<file path="src/rtl/hs_mon_pkg.sv">
package hs_mon_pkg;

    localparam int CODE_W    = 3;
    localparam int NUM_RULES = 4;

    typedef enum logic [CODE_W-1:0] {
        RULE_NONE        = 3'd0,
        RULE_REQ_REARM   = 3'd1,
        RULE_REQ_ABANDON = 3'd2,
        RULE_ACK_UNASKED = 3'd3,
        RULE_ACK_EARLY   = 3'd4
    } rule_e;

    typedef struct packed {
        logic armed;
        logic req;
        logic ack;
    } smp_t;

    typedef struct packed {
        logic  flag;
        rule_e code;
    } lat_t;

endpackage

</file>
<file path="src/rtl/hs_edge_sampler.sv">
module hs_edge_sampler
    import hs_mon_pkg::*;
(
    input  logic clk,
    input  logic rst,
    input  logic req,
    input  logic ack,
    output smp_t prev
);

    smp_t smp_d, smp_q;

    always_comb begin
        smp_d       = smp_q;
        smp_d.req   = req;
        smp_d.ack   = ack;
        smp_d.armed = 1'b1;
        if (rst) begin
            smp_d = '0;
        end
    end

    always_ff @(posedge clk) begin
        smp_q <= smp_d;
    end

    assign prev = smp_q;

endmodule

</file>
<file path="src/rtl/hs_rule_eval.sv">
module hs_rule_eval
    import hs_mon_pkg::*;
(
    input  smp_t  prev,
    input  logic  req,
    input  logic  ack,
    output rule_e hit
);

    logic [NUM_RULES-1:0] viol;

    always_comb begin
        viol[0] = !prev.req &&  prev.ack &&  req;
        viol[1] =  prev.req && !prev.ack && !req;
        viol[2] = !prev.req && !prev.ack &&  ack;
        viol[3] =  prev.req &&  prev.ack && !ack;
    end

    always_comb begin
        hit = RULE_NONE;
        if (prev.armed) begin
            for (int i = NUM_RULES - 1; i >= 0; i--) begin
                if (viol[i]) begin
                    hit = rule_e'(CODE_W'(i + 1));
                end
            end
        end
    end

endmodule

</file>
<file path="src/rtl/hs_sticky_latch.sv">
module hs_sticky_latch
    import hs_mon_pkg::*;
(
    input  logic  clk,
    input  logic  rst,
    input  rule_e hit,
    output lat_t  rep
);

    lat_t lat_d, lat_q;

    always_comb begin
        lat_d = lat_q;
        if (!lat_q.flag && hit != RULE_NONE) begin
            lat_d.flag = 1'b1;
            lat_d.code = hit;
        end
        if (rst) begin
            lat_d = '0;
        end
    end

    always_ff @(posedge clk) begin
        lat_q <= lat_d;
    end

    assign rep = lat_q;

endmodule

</file>
<file path="src/rtl/hs_rtz_monitor.sv">
module hs_rtz_monitor
    import hs_mon_pkg::*;
(
    input  logic              clk,
    input  logic              rst,
    input  logic              req,
    input  logic              ack,
    output logic              err_flag,
    output logic [CODE_W-1:0] err_code
);

    smp_t  prev;
    rule_e hit;
    lat_t  rep;

    hs_edge_sampler u_sampler (
        .clk  (clk),
        .rst  (rst),
        .req  (req),
        .ack  (ack),
        .prev (prev)
    );

    hs_rule_eval u_eval (
        .prev (prev),
        .req  (req),
        .ack  (ack),
        .hit  (hit)
    );

    hs_sticky_latch u_latch (
        .clk (clk),
        .rst (rst),
        .hit (hit),
        .rep (rep)
    );

    assign err_flag = rep.flag;
    assign err_code = rep.code;

endmodule

</file>
<file path="config.mk">
export PLATFORM = sky130hd
export DESIGN_NAME = hs_rtz_monitor
export DESIGN_NICKNAME = d
export VERILOG_FILES = /design/src/rtl/hs_mon_pkg.sv /design/src/rtl/hs_edge_sampler.sv /design/src/rtl/hs_rule_eval.sv /design/src/rtl/hs_sticky_latch.sv /design/src/rtl/hs_rtz_monitor.sv
export SDC_FILE = /design/constraint.sdc
export NUM_CORES = 1
export LEC_CHECK = 0
export ABC_AREA = 1
export BUFFER_PORTS_ARGS = -buffer_cell sky130_fd_sc_hd__clkbuf_2
export CORE_AREA = 2 2 39 41
export CTS_BUF_LIST = sky130_fd_sc_hd__clkbuf_8
export DETAILED_ROUTE_END_ITERATION = 6
export DIE_AREA = 0 0 41 43
export PLACE_DENSITY = 0.46
export SLEW_MARGIN = 40
export SYNTH_ARGS = -nofsm -noshare
export SYNTH_HDL_FRONTEND = slang
export SYNTH_SLANG_ARGS = --single-unit
</file>
<file path="constraint.sdc">
create_clock -name clk -period 2.15 [get_ports clk]
set_input_delay 0.3225 -clock clk [delete_from_list [all_inputs] [get_ports clk]]
set_output_delay 0.3225 -clock clk [all_outputs]
set_load 0.02 [all_outputs]
</file>
; ---- Yosys cells after proc, flatten, opt, wreduce, memory -nomap -nowiden
; Cells that the tools add are included.
[word_totals]
ff_bits = 7
input_bits = 4
out_inout_bits = 4
word_cells = 26
[classes]
n_mux = 6
reduce_logical = 15
[op_table]
columns = op, n
row1 = $mux 3, 6
row2 = $logic_and 1x1->1, 9
row3 = $logic_not 1->1, 5
row4 = $reduce_bool 3->1, 1

; ---- Logic depth before layout (Yosys ltp)
[logic_depth]
ltp_word = 9
ltp_mapped = 8
mapped_depth_nobuf = 8

; ---- Hierarchy
; Synthesis repeated with hierarchy kept, for this count alone.
[unflattened]
cells_unflattened = 41
area_unflattened_um2 = 294.0
[modules_own_cells]
columns = mod, n_inst, cells_each, area_each_um2, seq_area_each_um2
row1 = hs_sticky_latch, 1, 20, 150.1, 80.1
row2 = hs_edge_sampler, 1, 8, 78.8, 60.1
row3 = hs_rule_eval, 1, 13, 65.1, 0.0

; ---- Worst setup path after synthesis
; OpenSTA, ideal clock, no wires.
[synth_timing]
path_type = flip-flop to flip-flop
startpoint = register u_sampler.smp_q (netlist bit u_sampler.prev[0])
endpoint = register u_latch.lat_q (netlist bit u_latch.rep[3])
setup_time_ns = 0.115
arrival_time_ns = 0.852
required_ns = 2.035
slack_ns = 1.183
path_stages_with_launch = 8
n_path_buf = 0
synth_period_minus_slack_ns = 0.967
path_cell_list = dfxtp_1 -> inv_2 -> nand2_1 -> nand2_1 -> a21oi_1 -> nand2_1 -> o21ai_0 -> inv_1
[synth_between]
elab_chain_len = 9
word_cells_on_any_way = 16
cone_classes = 5 x mux / 11 x reduce/logical
[synth_rtl]
columns = item, line
row1 = "start, declared", hs_edge_sampler.sv:11  ; smp_t smp_d, smp_q;
row2 = "start signal, assigned", hs_edge_sampler.sv:24  ; smp_q <= smp_d;
row3 = $logic_and 1x1->1 / $logic_not 1->1 (equally long branches), "hs_rule_eval.sv:16, hs_rule_eval.sv:14, hs_rule_eval.sv:15"
row4 = $logic_and 1x1->1 (on tied branches), "hs_rule_eval.sv:16, hs_rule_eval.sv:15"
row5 = $mux 3 / $logic_and 1x1->1 (equally long branches), "hs_rule_eval.sv:23, hs_rule_eval.sv:15"
row6 = $mux 3 (2 in a row), hs_rule_eval.sv:23  ; if (viol[i]) begin
row7 = $mux 3 (*), hs_rule_eval.sv:23
row8 = $mux 3 (*), hs_rule_eval.sv:21  ; if (prev.armed) begin
row9 = $reduce_bool 3->1 (*), hs_sticky_latch.sv:14  ; if (!lat_q.flag && hit != RULE_NONE) begin
row10 = $logic_and 1x1->1 (*), hs_sticky_latch.sv:14
row11 = "end signal, assigned", hs_sticky_latch.sv:24  ; lat_q <= lat_d;
row12 = "end, declared", hs_sticky_latch.sv:10  ; lat_t lat_d, lat_q;
; Mark *: on every way between the ends. The rest lies on a longest branch, timed or not.
; A chain may end at the register's enable or synchronous reset.

; ---- Worst setup path in the final report
; Same ends and word-level chain as after synthesis.

==> metrics.txt <==
CP peak stage delay 0.38 ns; register area share after synthesis around 50%; wire per inst approximately 7.8 microns; clock share of power 49.8%; Mapped Cells approximately 40; Net Sw Power between 0.08 and 0.09 mW; height of the chip around 43 microns; Hold Crit Class input port to flop; initial antenna violation count 0; fin util 27.5%; Final min period roughly 1.1 ns; post-route cell area approximately 380 sq um; syn_nets 45; IO Port Bufs 7; Pleak approximately 0.20 nW; Worst-Skew Late Latency 0.23 ns; worst-margin pin slew between 0.1 and 0.15 ns; RSZ-0062 raised after global routing no; CP required ~2.3 ns; layout cells sized above 1 approximately 23%; max-slew violations 0; Die X roughly 40 microns; Logic pwr share between 10% and 20%; reg-to-reg critical path startpoint u_sampler.prev[0]; Initial Utilization roughly a fifth; Yosys reg bits 7; PD cells around 950 mW/mm^2; Yosys warnings 0; peak supply drop ~0.40 mV; post_cts resized 0; Initial DRT Pass Iterations 2; Seq pwr share ~40%; Worst-path clk slew ~0.04 ns; status finished, final reports clean; Final WS setup 1.09 ns; Post-CTS Setup Bufs 0; gr ovfl total 0; first-pass GRT wire length 897 microns; crit-path cells inv_2 > nand2_1 > nand2_1 > a21oi_1 > nand2_1 > o21ai_0 > inv_1; total length of routed wires 528 microns; vias in the first global route ~230; clock skew between 0.003 and 0.004 ns; average size of a mapped cell 6.84 sq um; final worst path period share between 40% and 50%; row count 14; Buffers & Inverters on Critical Path 2; setup TNS 0 ns; I/O Pins 8; reg2reg path depth 7; critical path class flop to flop; maxcap violations 0; final hold violations 0; nets 57; gpl congestion ~0.73; hold slack ~0.33 ns; pre-CTS setup slack between 1 and 1.5 ns; Antenna diodes 0; ANT nets after route 0; Sw Ratio 23.7%; CP endpoint kind flop; CP arrival about 1.2 ns; hold_buf cts 0; Worst Setup Start Kind flop; CTS Sinks 7; largest net degree at the start of global routing 7; Slowest-stage cell, CP dfxtp_1; P_int between 0.2 and 0.3 mW; CTS tree done; Crit path max-delay family flip-flops; Die ar. approximately 0.0018 sq mm; DRT iter0 DRCs 4; Reg-to-Reg End u_latch.rep[3]; cell area after synthesis roughly 280 sq um; # DRC 0; Total GRT Usage under 10%; DP HPWL 420 microns; fmax roughly 950 MHz; clk buf depth 2; final setup fails 0; Crit path depth 7; Most common cell on crit path nand2_1; R2R Setup Slk between 1 and 1.5 ns; clock root buffer clkbuf_8; routed vias/inst 3.82; Layout area overhead 35.7%; Std-Cell Core Area approximately 0.0014 sq mm; Worst Path Max Fanout 4; Area after DPL between 300 and 400 sq um; CTS HTree Levels 1; Critical Path Source u_sampler.prev[0]; TritonCTS Buffers 3; synth unique cells 9; Slew HR 90.2%; crit path to u_latch.rep[3]; Vias 260
## kinds of logic (layout without fill, tap and decap cells)
family	after synthesis	in the layout	synth area share, %
simple gates	22	22	31.7
compound gates	5	5	8.93
flops	7	7	50.0
buf+inv	7	18	9.37
## worst min path at each step
stage	startpoint	endpoint	cells after the start
6_report	req	u_sampler.prev[1]	3
5_1_grt	rst	u_sampler.prev[2]	2
4_1_cts	req	u_sampler.prev[1]	3
3_5_place_dp	u_latch.rep[1]	u_latch.rep[1]	2
3_3_place_gp	u_latch.rep[0]	u_latch.rep[0]	2
2_1_floorplan	rst	u_latch.rep[0]	1
## area by class of cell
type | count | area (sq um)
timing repair buffer | 7 | 35.0
sequential | 7 | 140
tap | 16 | 20.0
multi-input combinational | 27 | 114
clock buffer | 3 | 41.3
clock inverter | 1 | 3.75
inverter | 7 | 26.3
fill | 155 | 1000
## cells in the final DEF (no fill, tap or decap)
cell      instances
nand2_1          13
inv_1             7
clkbuf_2          7
dfxtp_1           7
nor2_1            5
a21oi_1           4
nand3_1           3
clkbuf_8          3
inv_2             1
nand2_2           1
o21ai_0           1
## routing by layer
metal / wire, microns / vias up / global-route usage, %
met5: 0 / - / 0
met4: 11 / 0 / 6.00
met3: 59 / 3 / 6.28
met2: 178 / 9 / 9.06
met1: 278 / 103 / 9.74
li1: - / 145 / -
## power by group through the flow
stage                     registers (mW)  logic, mW  clock network, mW
after floorplan                    0.151     0.0193                  0
after CTS                          0.144     0.0379              0.185
final                              0.144     0.0370              0.179
after global placement             0.146     0.0377                  0
after detailed placement           0.146     0.0377                  0
after global routing               0.145     0.0432              0.190
## state kept, by name (all words and copies together) (netlist names)
signal and cells:
u_latch.rep 4, u_sampler.prev 3
## worst register-to-register path, cell delays in order (launching register included)
cell and delay (ns):
dfxtp_1 0.38, inv_2 0.05, nand2_1 0.05, nand2_1 0.06, a21oi_1 0.12, nand2_1 0.09, o21ai_0 0.15, inv_1 0.05
## cells in the mapped netlist
master | number | area, sq um
nand2_1 | 13 | 48.8
dfxtp_1 | 7 | 140
inv_1 | 6 | 22.5
nor2_1 | 5 | 18.8
a21oi_1 | 4 | 20.0
nand3_1 | 3 | 15.0
inv_2 | 1 | 3.75
nand2_2 | 1 | 6.26
o21ai_0 | 1 | 5.00
## metrics by stage
| step | power, mW | std cells |
|---|---|---|
| 3_5_place_dp | 0.183 | 64 |
| 4_1_cts | 0.367 | 68 |
| 6_report | 0.360 | 68 |
| 2_1_floorplan | 0.170 | 41 |
| 3_3_place_gp | 0.184 | 64 |
| 5_1_grt | 0.378 | 68 |
No activity file was read; power rests on OpenSTA's default activity.
